[src/rtl/fde_pkg.sv]
package fde_pkg;
  typedef enum logic {
    ST_WIDE    = 1'b0,
    ST_COMPACT = 1'b1
  } isa_state_e;

  localparam int unsigned NUM_STATES = 2;
endpackage

[src/rtl/fde_rst_sync.sv]
module fde_rst_sync (
  input  logic clk,
  input  logic rst_n,
  output logic rst_sync_n
);
  logic meta_q;
  logic sync_q;

  always_ff @(posedge clk or negedge rst_n) begin
    if (!rst_n) begin
      meta_q <= 1'b0;
      sync_q <= 1'b0;
    end else begin
      meta_q <= 1'b1;
      sync_q <= meta_q;
    end
  end

  assign rst_sync_n = sync_q;
endmodule

[src/rtl/fde_decode_stub.sv]
module fde_decode_stub #(
  parameter int unsigned IW      = 32,
  parameter int unsigned HW      = 16,
  parameter bit          COMPACT = 1'b0
) (
  input  logic [IW-1:0] word_i,
  output logic [IW-1:0] payload_o
);
  generate
    if (COMPACT) begin : g_half
      assign payload_o = {{(IW-HW){1'b0}}, word_i[HW-1:0]};
    end else begin : g_full
      assign payload_o = word_i;
    end
  endgenerate
endmodule

[src/rtl/fde_slots.sv]
module fde_slots #(
  parameter int unsigned AW      = 32,
  parameter int unsigned IW      = 32,
  parameter int unsigned HW      = 16,
  parameter bit          COMPACT = 1'b0
) (
  input  logic          clk,
  input  logic          rst_n,
  input  logic          adv_i,
  input  logic          flush_i,
  input  logic [AW-1:0] fetch_addr_i,
  input  logic [IW-1:0] fetch_word_i,
  output logic          f_valid_o,
  output logic [AW-1:0] f_addr_o,
  output logic          d_valid_o,
  output logic [AW-1:0] d_addr_o,
  output logic [IW-1:0] d_payload_o
);
  logic          f_valid_q, f_valid_n;
  logic [AW-1:0] f_addr_q,  f_addr_n;
  logic [IW-1:0] f_word_q,  f_word_n;
  logic          d_valid_q, d_valid_n;
  logic [AW-1:0] d_addr_q,  d_addr_n;
  logic [IW-1:0] d_pay_q,   d_pay_n;
  logic [IW-1:0] dec_payload;

  fde_decode_stub #(.IW(IW), .HW(HW), .COMPACT(COMPACT)) u_dec (
    .word_i    (f_word_q),
    .payload_o (dec_payload)
  );

  always_comb begin
    f_valid_n = f_valid_q;
    f_addr_n  = f_addr_q;
    f_word_n  = f_word_q;
    d_valid_n = d_valid_q;
    d_addr_n  = d_addr_q;
    d_pay_n   = d_pay_q;
    if (flush_i) begin
      f_valid_n = 1'b0;
      d_valid_n = 1'b0;
    end else if (adv_i) begin
      f_valid_n = 1'b1;
      f_addr_n  = fetch_addr_i;
      f_word_n  = fetch_word_i;
      if (f_valid_q) begin
        d_valid_n = 1'b1;
        d_addr_n  = f_addr_q;
        d_pay_n   = dec_payload;
      end
    end
  end

  always_ff @(posedge clk or negedge rst_n) begin
    if (!rst_n) begin
      f_valid_q <= 1'b0;
      f_addr_q  <= '0;
      f_word_q  <= '0;
      d_valid_q <= 1'b0;
      d_addr_q  <= '0;
      d_pay_q   <= '0;
    end else if (flush_i || adv_i) begin
      f_valid_q <= f_valid_n;
      f_addr_q  <= f_addr_n;
      f_word_q  <= f_word_n;
      d_valid_q <= d_valid_n;
      d_addr_q  <= d_addr_n;
      d_pay_q   <= d_pay_n;
    end
  end

  assign f_valid_o   = f_valid_q;
  assign f_addr_o    = f_addr_q;
  assign d_valid_o   = d_valid_q;
  assign d_addr_o    = d_addr_q;
  assign d_payload_o = d_pay_q;

  // a captured word carries the PC it was read from
  p_fetch_capture_r2: assert property (@(posedge clk) disable iff (!rst_n)
    adv_i && !flush_i |=> f_valid_q && (f_addr_q == $past(fetch_addr_i)));

  // a flush leaves this set empty
  p_flush_clear_r5: assert property (@(posedge clk) disable iff (!rst_n)
    flush_i |=> !f_valid_q && !d_valid_q);

  // an empty fetch slot does not disturb the decode slot
  p_decode_keep_r8: assert property (@(posedge clk) disable iff (!rst_n)
    adv_i && !flush_i && !f_valid_q |=> (d_valid_q == $past(d_valid_q)) && $stable(d_addr_q));

  // without a step for this set nothing moves
  p_idle_hold_r9: assert property (@(posedge clk) disable iff (!rst_n)
    !adv_i && !flush_i |=> $stable(f_valid_q) && $stable(d_valid_q) && $stable(f_addr_q) && $stable(d_addr_q));

  // a full decode slot is always backed by a full fetch slot
  p_slot_order_r7: assert property (@(posedge clk) disable iff (!rst_n)
    d_valid_q |-> f_valid_q);
endmodule

[src/rtl/fde_pc_unit.sv]
module fde_pc_unit #(
  parameter int unsigned AW        = 32,
  parameter int unsigned IW        = 32,
  parameter int unsigned HW        = 16,
  parameter logic [31:0] RESET_VEC = 32'h0000_0100
) (
  input  logic          clk,
  input  logic          rst_n,
  input  logic          step_i,
  input  logic          compact_i,
  input  logic          flush_i,
  input  logic [AW-1:0] target_i,
  output logic [AW-1:0] pc_o
);
  localparam logic [AW-1:0] WIDE_INC    = AW'(IW / 8);
  localparam logic [AW-1:0] COMPACT_INC = AW'(HW / 8);

  logic [AW-1:0] pc_q, pc_n, inc;

  assign inc = compact_i ? COMPACT_INC : WIDE_INC;

  always_comb begin
    pc_n = pc_q;
    if (flush_i) pc_n = target_i;
    else if (step_i) pc_n = pc_q + inc;
  end

  always_ff @(posedge clk or negedge rst_n) begin
    if (!rst_n) pc_q <= AW'(RESET_VEC);
    else if (step_i || flush_i) pc_q <= pc_n;
  end

  assign pc_o = pc_q;

  // advance adds the state's instruction size, wrapping
  p_pc_advance_r3: assert property (@(posedge clk) disable iff (!rst_n)
    step_i && !flush_i |=> pc_q == $past(pc_q) + (($past(compact_i)) ? AW'(2) : AW'(4)));

  // flush loads the target
  p_pc_flush_r5: assert property (@(posedge clk) disable iff (!rst_n)
    flush_i |=> pc_q == $past(target_i));

  // no step, no change
  p_pc_hold_r9: assert property (@(posedge clk) disable iff (!rst_n)
    !step_i && !flush_i |=> $stable(pc_q));
endmodule

[src/rtl/fde_sequencer.sv]
module fde_sequencer #(
  parameter int unsigned AW        = 32,
  parameter int unsigned IW        = 32,
  parameter int unsigned HW        = 16,
  parameter logic [31:0] RESET_VEC = 32'h0000_0100
) (
  input  logic          clk,
  input  logic          rst_n,
  input  logic          step_en,
  input  logic          mode_compact,
  output logic [AW-1:0] mem_addr,
  output logic          mem_half,
  input  logic [IW-1:0] mem_rdata,
  output logic          exec_valid,
  output logic [AW-1:0] exec_addr,
  output logic [IW-1:0] exec_payload,
  input  logic          exec_flush,
  input  logic [AW-1:0] exec_target,
  output logic [AW-1:0] next_pc
);
  import fde_pkg::*;

  logic          rst_sync_n;
  logic [AW-1:0] pc;
  logic [IW-1:0] fetch_word;
  logic          flush_eff;
  isa_state_e    state;

  logic          f_valid   [NUM_STATES];
  logic [AW-1:0] f_addr    [NUM_STATES];
  logic          d_valid   [NUM_STATES];
  logic [AW-1:0] d_addr    [NUM_STATES];
  logic [IW-1:0] d_payload [NUM_STATES];

  logic          f_valid_act, d_valid_act;
  logic [AW-1:0] f_addr_act, d_addr_act;
  logic [IW-1:0] d_pay_act;

  fde_rst_sync u_rst (
    .clk        (clk),
    .rst_n      (rst_n),
    .rst_sync_n (rst_sync_n)
  );

  assign state      = mode_compact ? ST_COMPACT : ST_WIDE;
  assign fetch_word = (state == ST_COMPACT) ? {{(IW-HW){1'b0}}, mem_rdata[HW-1:0]} : mem_rdata;

  generate
    for (genvar s = 0; s < NUM_STATES; s++) begin : g_set
      logic adv;
      assign adv = step_en && (int'(state) == s);
      fde_slots #(.AW(AW), .IW(IW), .HW(HW), .COMPACT(s == int'(ST_COMPACT))) u_slots (
        .clk          (clk),
        .rst_n        (rst_sync_n),
        .adv_i        (adv),
        .flush_i      (flush_eff),
        .fetch_addr_i (pc),
        .fetch_word_i (fetch_word),
        .f_valid_o    (f_valid[s]),
        .f_addr_o     (f_addr[s]),
        .d_valid_o    (d_valid[s]),
        .d_addr_o     (d_addr[s]),
        .d_payload_o  (d_payload[s])
      );
    end
  endgenerate

  always_comb begin
    f_valid_act = f_valid[int'(state)];
    f_addr_act  = f_addr[int'(state)];
    d_valid_act = d_valid[int'(state)];
    d_addr_act  = d_addr[int'(state)];
    d_pay_act   = d_payload[int'(state)];
  end

  assign exec_valid   = step_en && d_valid_act;
  assign exec_addr    = d_addr_act;
  assign exec_payload = d_pay_act;
  assign flush_eff    = exec_valid && exec_flush;

  fde_pc_unit #(.AW(AW), .IW(IW), .HW(HW), .RESET_VEC(RESET_VEC)) u_pc (
    .clk       (clk),
    .rst_n     (rst_sync_n),
    .step_i    (step_en),
    .compact_i (mode_compact),
    .flush_i   (flush_eff),
    .target_i  (exec_target),
    .pc_o      (pc)
  );

  always_comb begin
    if (d_valid_act)      next_pc = d_addr_act;
    else if (f_valid_act) next_pc = f_addr_act;
    else                  next_pc = pc;
  end

  assign mem_addr = pc;
  assign mem_half = (state == ST_COMPACT);

  // a flush request without a decoded item still advances
  p_ignore_flush_r6: assert property (@(posedge clk) disable iff (!rst_sync_n)
    step_en && !d_valid_act && exec_flush |=> mem_addr == $past(mem_addr) + ($past(mode_compact) ? AW'(2) : AW'(4)));

  // the step right after a flush issues nothing
  p_refill_gap_r8: assert property (@(posedge clk) disable iff (!rst_sync_n)
    flush_eff |=> !exec_valid);

  // after a flush both sets are empty, so next_pc is the target
  p_flush_nextpc_r5: assert property (@(posedge clk) disable iff (!rst_sync_n)
    flush_eff |=> next_pc == $past(exec_target));
endmodule

[config.mk]
export PLATFORM = sky130hd
export DESIGN_NAME = fde_sequencer
export DESIGN_NICKNAME = d
export VERILOG_FILES = /design/src/rtl/fde_pkg.sv /design/src/rtl/fde_rst_sync.sv /design/src/rtl/fde_decode_stub.sv /design/src/rtl/fde_slots.sv /design/src/rtl/fde_pc_unit.sv /design/src/rtl/fde_sequencer.sv
export SDC_FILE = /design/constraint.sdc
export NUM_CORES = 1
export LEC_CHECK = 0
export BUFFER_PORTS_ARGS = -buffer_cell sky130_fd_sc_hd__buf_4
export CAP_MARGIN = 40
export CELL_PAD_IN_SITES_DETAIL_PLACEMENT = 0
export CELL_PAD_IN_SITES_GLOBAL_PLACEMENT = 1
export CORE_ASPECT_RATIO = 0.8
export CORE_MARGIN = 2
export CORE_UTILIZATION = 30
export CTS_BUF_LIST = sky130_fd_sc_hd__clkbuf_4
export CTS_CLUSTER_SIZE = 28
export DETAILED_ROUTE_END_ITERATION = 7
export GPL_ROUTABILITY_DRIVEN = 0
export PLACE_DENSITY_LB_ADDON = 0.1
export SLEW_MARGIN = 15
export SYNTH_ARGS = -nofsm -noshare
export SYNTH_HDL_FRONTEND = slang
export SYNTH_HIERARCHICAL = 1
export SYNTH_SLANG_ARGS = --single-unit
[constraint.sdc]
create_clock -name clk -period 14.4 [get_ports clk]
set_input_delay 0 -clock clk [delete_from_list [all_inputs] [get_ports clk]]
set_output_delay 0 -clock clk [all_outputs]
set_load 0.02 [all_outputs]
# [Word level (Yosys, flattened, before mapping)]
# Cells that the tools add are included.
[word_totals] in_bits=69 word_cells=73 output_inout_bits=130 ff_bits=262
[classes] bitwise=3 addsub=1 n_reduce_logical=21 magnitude_cmp=1 muxes=32
[op_table] operator="$mux W32" n=14
[op_table] operator="$add A32 B32 Y32" n=1
[op_table] operator="$ge A32 B2 Y1 const B" n=1
[op_table] operator="$not A1 Y32" n=1
[op_table] operator="$mux W1" n=17
[op_table] operator="$reduce_and A3 Y1" n=4
[op_table] operator="$reduce_bool A2 Y1" n=5
[op_table] operator="$reduce_and A4 Y1" n=2
[op_table] operator="$reduce_and A2 Y1" n=3
[op_table] operator="$logic_and A1 B1 Y1" n=4
[op_table] operator="$logic_or A1 B1 Y1" n=3
[op_table] operator="$mux W3" n=1
[op_table] operator="$not A1 Y1" n=2

# [Depth between registers and ports, before layout]
[logic_depth] ltp_word=9 depth_mapped=7 ltp_nobuf=6

# [Cells and area by module]
# The synthesis kept the hierarchy.
[modules_own_cells] module="fde_slots" instances=2 seq_area_each_um2=3253.1 area_each_um2=5212.5 cells_each=278
[modules_own_cells] module="fde_sequencer" instances=1 seq_area_each_um2=0.0 area_each_um2=2444.8 cells_each=275
[modules_own_cells] module="fde_pc_unit" instances=1 seq_area_each_um2=802.0 area_each_um2=1923.1 cells_each=218
[modules_own_cells] module="fde_decode_stub (g_set[1].u_slots.u_dec)" instances=1 seq_area_each_um2=0.0 area_each_um2=244.0 cells_each=33
[modules_own_cells] module="fde_decode_stub (g_set[0].u_slots.u_dec)" instances=1 seq_area_each_um2=0.0 area_each_um2=240.2 cells_each=32
[modules_own_cells] module="fde_rst_sync" instances=1 seq_area_each_um2=50.0 area_each_um2=53.8 cells_each=3

# [Worst setup path after synthesis]
# Ideal clock, no wire load.
[synth_timing] kind="reg-to-reg" from="reg u_pc.pc_q[1], in the netlist u_pc/pc_o[1]" to="reg u_pc.pc_q[31], in the netlist u_pc/pc_o[31]" setup_slack_ns=11.835 setup_ns=0.082 t_required_ns=14.318 path_buffers=1 period_less_slack_ns=2.565 arrival_time_ns=2.483 path_stages_with_launch=8 path_cell_list="dfrtp_1 > ha_1 > inv_1 > fa_1 > or4_1 > buf_2 > or4_1 > a31oi_1"
[synth_via] elab_chain_cells=3
[synth_lines] item="start, declared" line="fde_pc_unit.sv:18" source="logic [AW-1:0] pc_q, pc_n, inc;"
[synth_lines] item="start signal, assigned" line="fde_pc_unit.sv:29" source="if (!rst_n) pc_q <= AW'(RESET_VEC);"
[synth_lines] item="start signal, assigned" line="fde_pc_unit.sv:30" source="else if (step_i || flush_i) pc_q <= pc_n;"
[synth_lines] item="$add A32 B32 Y32" line="fde_pc_unit.sv:25" source="else if (step_i) pc_n = pc_q + inc;"
[synth_lines] item="$mux W32" line="fde_pc_unit.sv:25"
[synth_lines] item="$mux W32" line="fde_pc_unit.sv:24" source="if (flush_i) pc_n = target_i;"
# Every way passes these cells. The select of a mux whose other input is x is not followed.
# A chain may end at the register's enable or synchronous reset.

# [Worst setup path in the final report]
[layout_timing] from="in mode_compact" to="reg g_set[1].u_slots.d_pay_q[0]"
[layout_via] elab_chain_cells=9 elab_cells_between_ends=11 classes_between="mux: 4; bitwise: 2; reduce/logical: 5"
[layout_lines] item="start, declared" line="fde_sequencer.sv:10" source="input logic mode_compact,"
[layout_lines] item="$mux W1 (*)" line="fde_sequencer.sv:45" source="assign state = mode_compact ? ST_COMPACT : ST_WIDE;"
[layout_lines] item="$not A1 Y32 (implied by the code) (*)" line="fde_sequencer.sv:71" source="d_valid_act = d_valid[int'(state)];"
[layout_lines] item="$mux W1 (implied by the code) (*) (3 in series)" line="fde_sequencer.sv:71"
[layout_lines] item="$logic_and A1 B1 Y1 (*)" line="fde_sequencer.sv:76" source="assign exec_valid = step_en && d_valid_act;"
[layout_lines] item="$logic_and A1 B1 Y1 (*)" line="fde_sequencer.sv:79" source="assign flush_eff = exec_valid && exec_flush;"
[layout_lines] item="net flush_eff" line="fde_sequencer.sv:26" source="logic flush_eff;"
[layout_lines] item="$logic_or A1 B1 Y1 or $not A1 Y1 (tied branches)"
[layout_lines] item="$reduce_and A4 Y1 (no line) (*)"
[layout_lines] item="end signal, assigned" line="fde_slots.sv:68" source="d_pay_q <= d_pay_n;"
[layout_lines] item="end, declared" line="fde_slots.sv:24" source="logic [IW-1:0] d_pay_q, d_pay_n;"
# The timed path passes the listed nets; every way through them passes the cells marked *. The select of a mux whose other input is x is not followed.

==> impl_metrics.csv <==
group,metric,value,unit
sta,setup_tns,0,ns
clock_network,cts.htree.levels,3,
route,avgRoutedWirePerCell,19.5,um
power_and_ir_drop,swShare,37.3,%
floorplan,fp-row-count,72,
global_route,grt_max_degree,54,
finish,layout_commonest_cell,"dfrtp_1",
clock_network,postCtsSetupBuffers,0,
route,drtIter0Drc,392,
clock_network,numCtsBuffers,80,
power_and_ir_drop,pwr-share-seq,36.4,%
min_path,hold_path_class,"in2reg",
finish,num-nets-final,1450,
setup_path,worst-path-stages,8,
min_path,hold_path_depth,3,
floorplan,coreArea,0.0484,mm^2
synth,synth.yosys.warnings,6,
setup_path,critical-path-top-delay-family,"buffers and inverters",
finish,drive_gt1_share,46.7,%
sta,setup_ws,10.44,ns
finish,utilization,37.7,%
global_route,grt_pass1_vias,10200,
power_and_ir_drop,leakage,8.45,nW
finish,postLayoutCellArea,0.0182,mm^2
sta,period_needed,3.96,ns
sta,fmax,252,MHz
floorplan,initial_core_util,30.4,%
sta,rsz0062_at_grt,"no",
setup_path,crit_top_cell,"buf_4",
placed_design,placedCellCount,1815,
setup_path,crit_buf_inv,4,
floorplan,die_y,202,um
sta,finalHoldViolations,0,
route,detail_route.first_pass.iterations,4,
clock_network,cts_buffer_depth,3,
placed_design,post-dp-hpwl,25700,um
setup_path,crit_path_start,"mode_compact",
power_and_ir_drop,switchingPower,1.48,mW
placed_design,numPortBuffers,198,
sta,slew_violations,0,
power_and_ir_drop,p_per_area,218,mW/mm^2
route,vias_per_cell,4.57,
floorplan,die_w,252,um
synth,syn_inst,1084,
finish,fillers,4733,
finish,mostFrequentLayoutCells,"dfrtp_1, buf_4, mux2_2",
global_route,grt_usage,16.1,%
clock_network,clkSinkCount,278,
setup_path,regToRegStartpoint,"g_set[0].u_slots/d_valid_o",
finish,stdcell_count,2069,
synth,netlist_area,0.0147,mm^2
floorplan,design.portCount,199,
setup_path,crit_fanout,40,
clock_network,clk_pin_slew,0.06,ns
setup_path,worst_setup_path_end_kind,"flip-flop",
synth,syn_area_per_cell,13.6,um^2
floorplan,dieArea,0.0509,mm^2
clock_network,cts_resized,0,
sta,setup_viol,0,
sta,timing.hold.ws,0.0964,ns
setup_path,cp-start-kind,"input pin",
finish,regArea,0.00696,mm^2
min_path,holdCritStartpoint,"mem_rdata[15]",
route,route.vias.total,9459,
global_route,grt_pass1_wl,62800,um
route,antenna_left,0,
setup_path,worst-endpoint-arrival,4.54,ns
sta,skew,0.0411,ns
setup_path,cp_cell_sequence,"dlygate4sd3_1, buf_4, mux2_4, and3_2, nand3b_1, buf_4, buf_4, mux2_2",
setup_path,worstSetupPathType,"in2reg",
setup_path,crit_required,14.98,ns
setup_path,cpMaxStageDelayCell,"and3_2",
clock_network,clock_latency,0.71,ns
global_route,overflow,0,
sta,worst_slew_pin_slew,0.824,ns
clock_network,cts_tree,"done",
finish,area.growth.synth_to_final,23.7,%
power_and_ir_drop,pwr-share-clk,18.8,%
global_route,antenna_found_initial,1,
power_and_ir_drop,p_int,2.49,mW
sta,slew_headroom,44.9,%
sta,fin_crit_sh,27.5,%
setup_path,reg2reg_depth,6,
finish,multi_input_area,0.00638,mm^2
power_and_ir_drop,comb_power_share,44.8,%
flow_run,cap_violations,0,
clock_network,clockRootBuffer,"clkbuf_4",
placed_design,postPlaceCellArea,0.0161,mm^2
power_and_ir_drop,finalPower,3.96,mW
placed_design,place_ws,10.18,ns
route,drc,0,
run_status,status,"finished clean",
clock_network,cts.hold.buffers_added,110,
route,wirelength,40300,um
setup_path,critPathMaxStageDelay,0.78,ns
power_and_ir_drop,vdd_drop_max,0.116,mV
[flip-flops by register name, summed over array words and instances, names as in the netlist]
register and count:
g_set.u_slots/d_valid_o 2, u_rst/rst_sync_n 1, g_set.u_slots/f_valid_o 2, u_rst/meta_q 1, u_pc/pc_o 32, g_set.u_slots/d_payload_o 64, g_set.u_slots/f_word_q 48, g_set.u_slots/f_addr_o 64
g_set.u_slots/d_addr_o 64
[power by group through the flow]
stage	combinational (mW)	sequential [mW]	clock, mW
finish	1.78	1.44	0.743
global route	1.90	1.51	0.829
CTS	1.81	1.45	0.784
detailed placement	1.76	1.46	0
global placement	1.72	1.47	0
floorplan	1.24	1.40	0
[tightest hold or removal path, stage by stage]
cell and delay, ns:
dlygate4sd3_1 0.53, buf_4 0.11, mux2_2 0.13
[final cells by class]
| class | instances | area share, % |
|---|---|---|
| tap | 629 | 4.32 |
| antenna | 1 | 0.0137 |
| inverter | 38 | 0.783 |
| clock inverter | 16 | 0.330 |
| clock buffer | 127 | 5.23 |
| sequential | 278 | 38.2 |
| multi-input combinational | 650 | 35.0 |
| timing repair buffer | 330 | 16.1 |
[metal layers]
metal | GRT usage, % | vias to the layer above | wire length, um
met5 | 0 | - | 0
met4 | 5.02 | 0 | 724
met3 | 3.36 | 57 | 1490
met2 | 25.5 | 183 | 18700
met1 | 22.1 | 4766 | 19400
li1 | - | 4453 | -
[path summary, 6_finish.rpt]
| check | endpoint | slack [ns] |
|---|---|---|
| max | g_set[1].u_slots/d_payload_o[0] | 10.44 |
| min | g_set[1].u_slots/f_word_q[15] | 0.1 |
| max reg2reg | g_set[1].u_slots/d_payload_o[0] | 10.44 |
| min reg2reg | g_set[0].u_slots/f_word_q[2] | 0.31 |
| max in group asynchronous | g_set[1].u_slots/f_valid_o | 12.24 |
| min in group asynchronous | u_rst/rst_sync_n | 0.14 |
(Power assumes the default switching activity.)
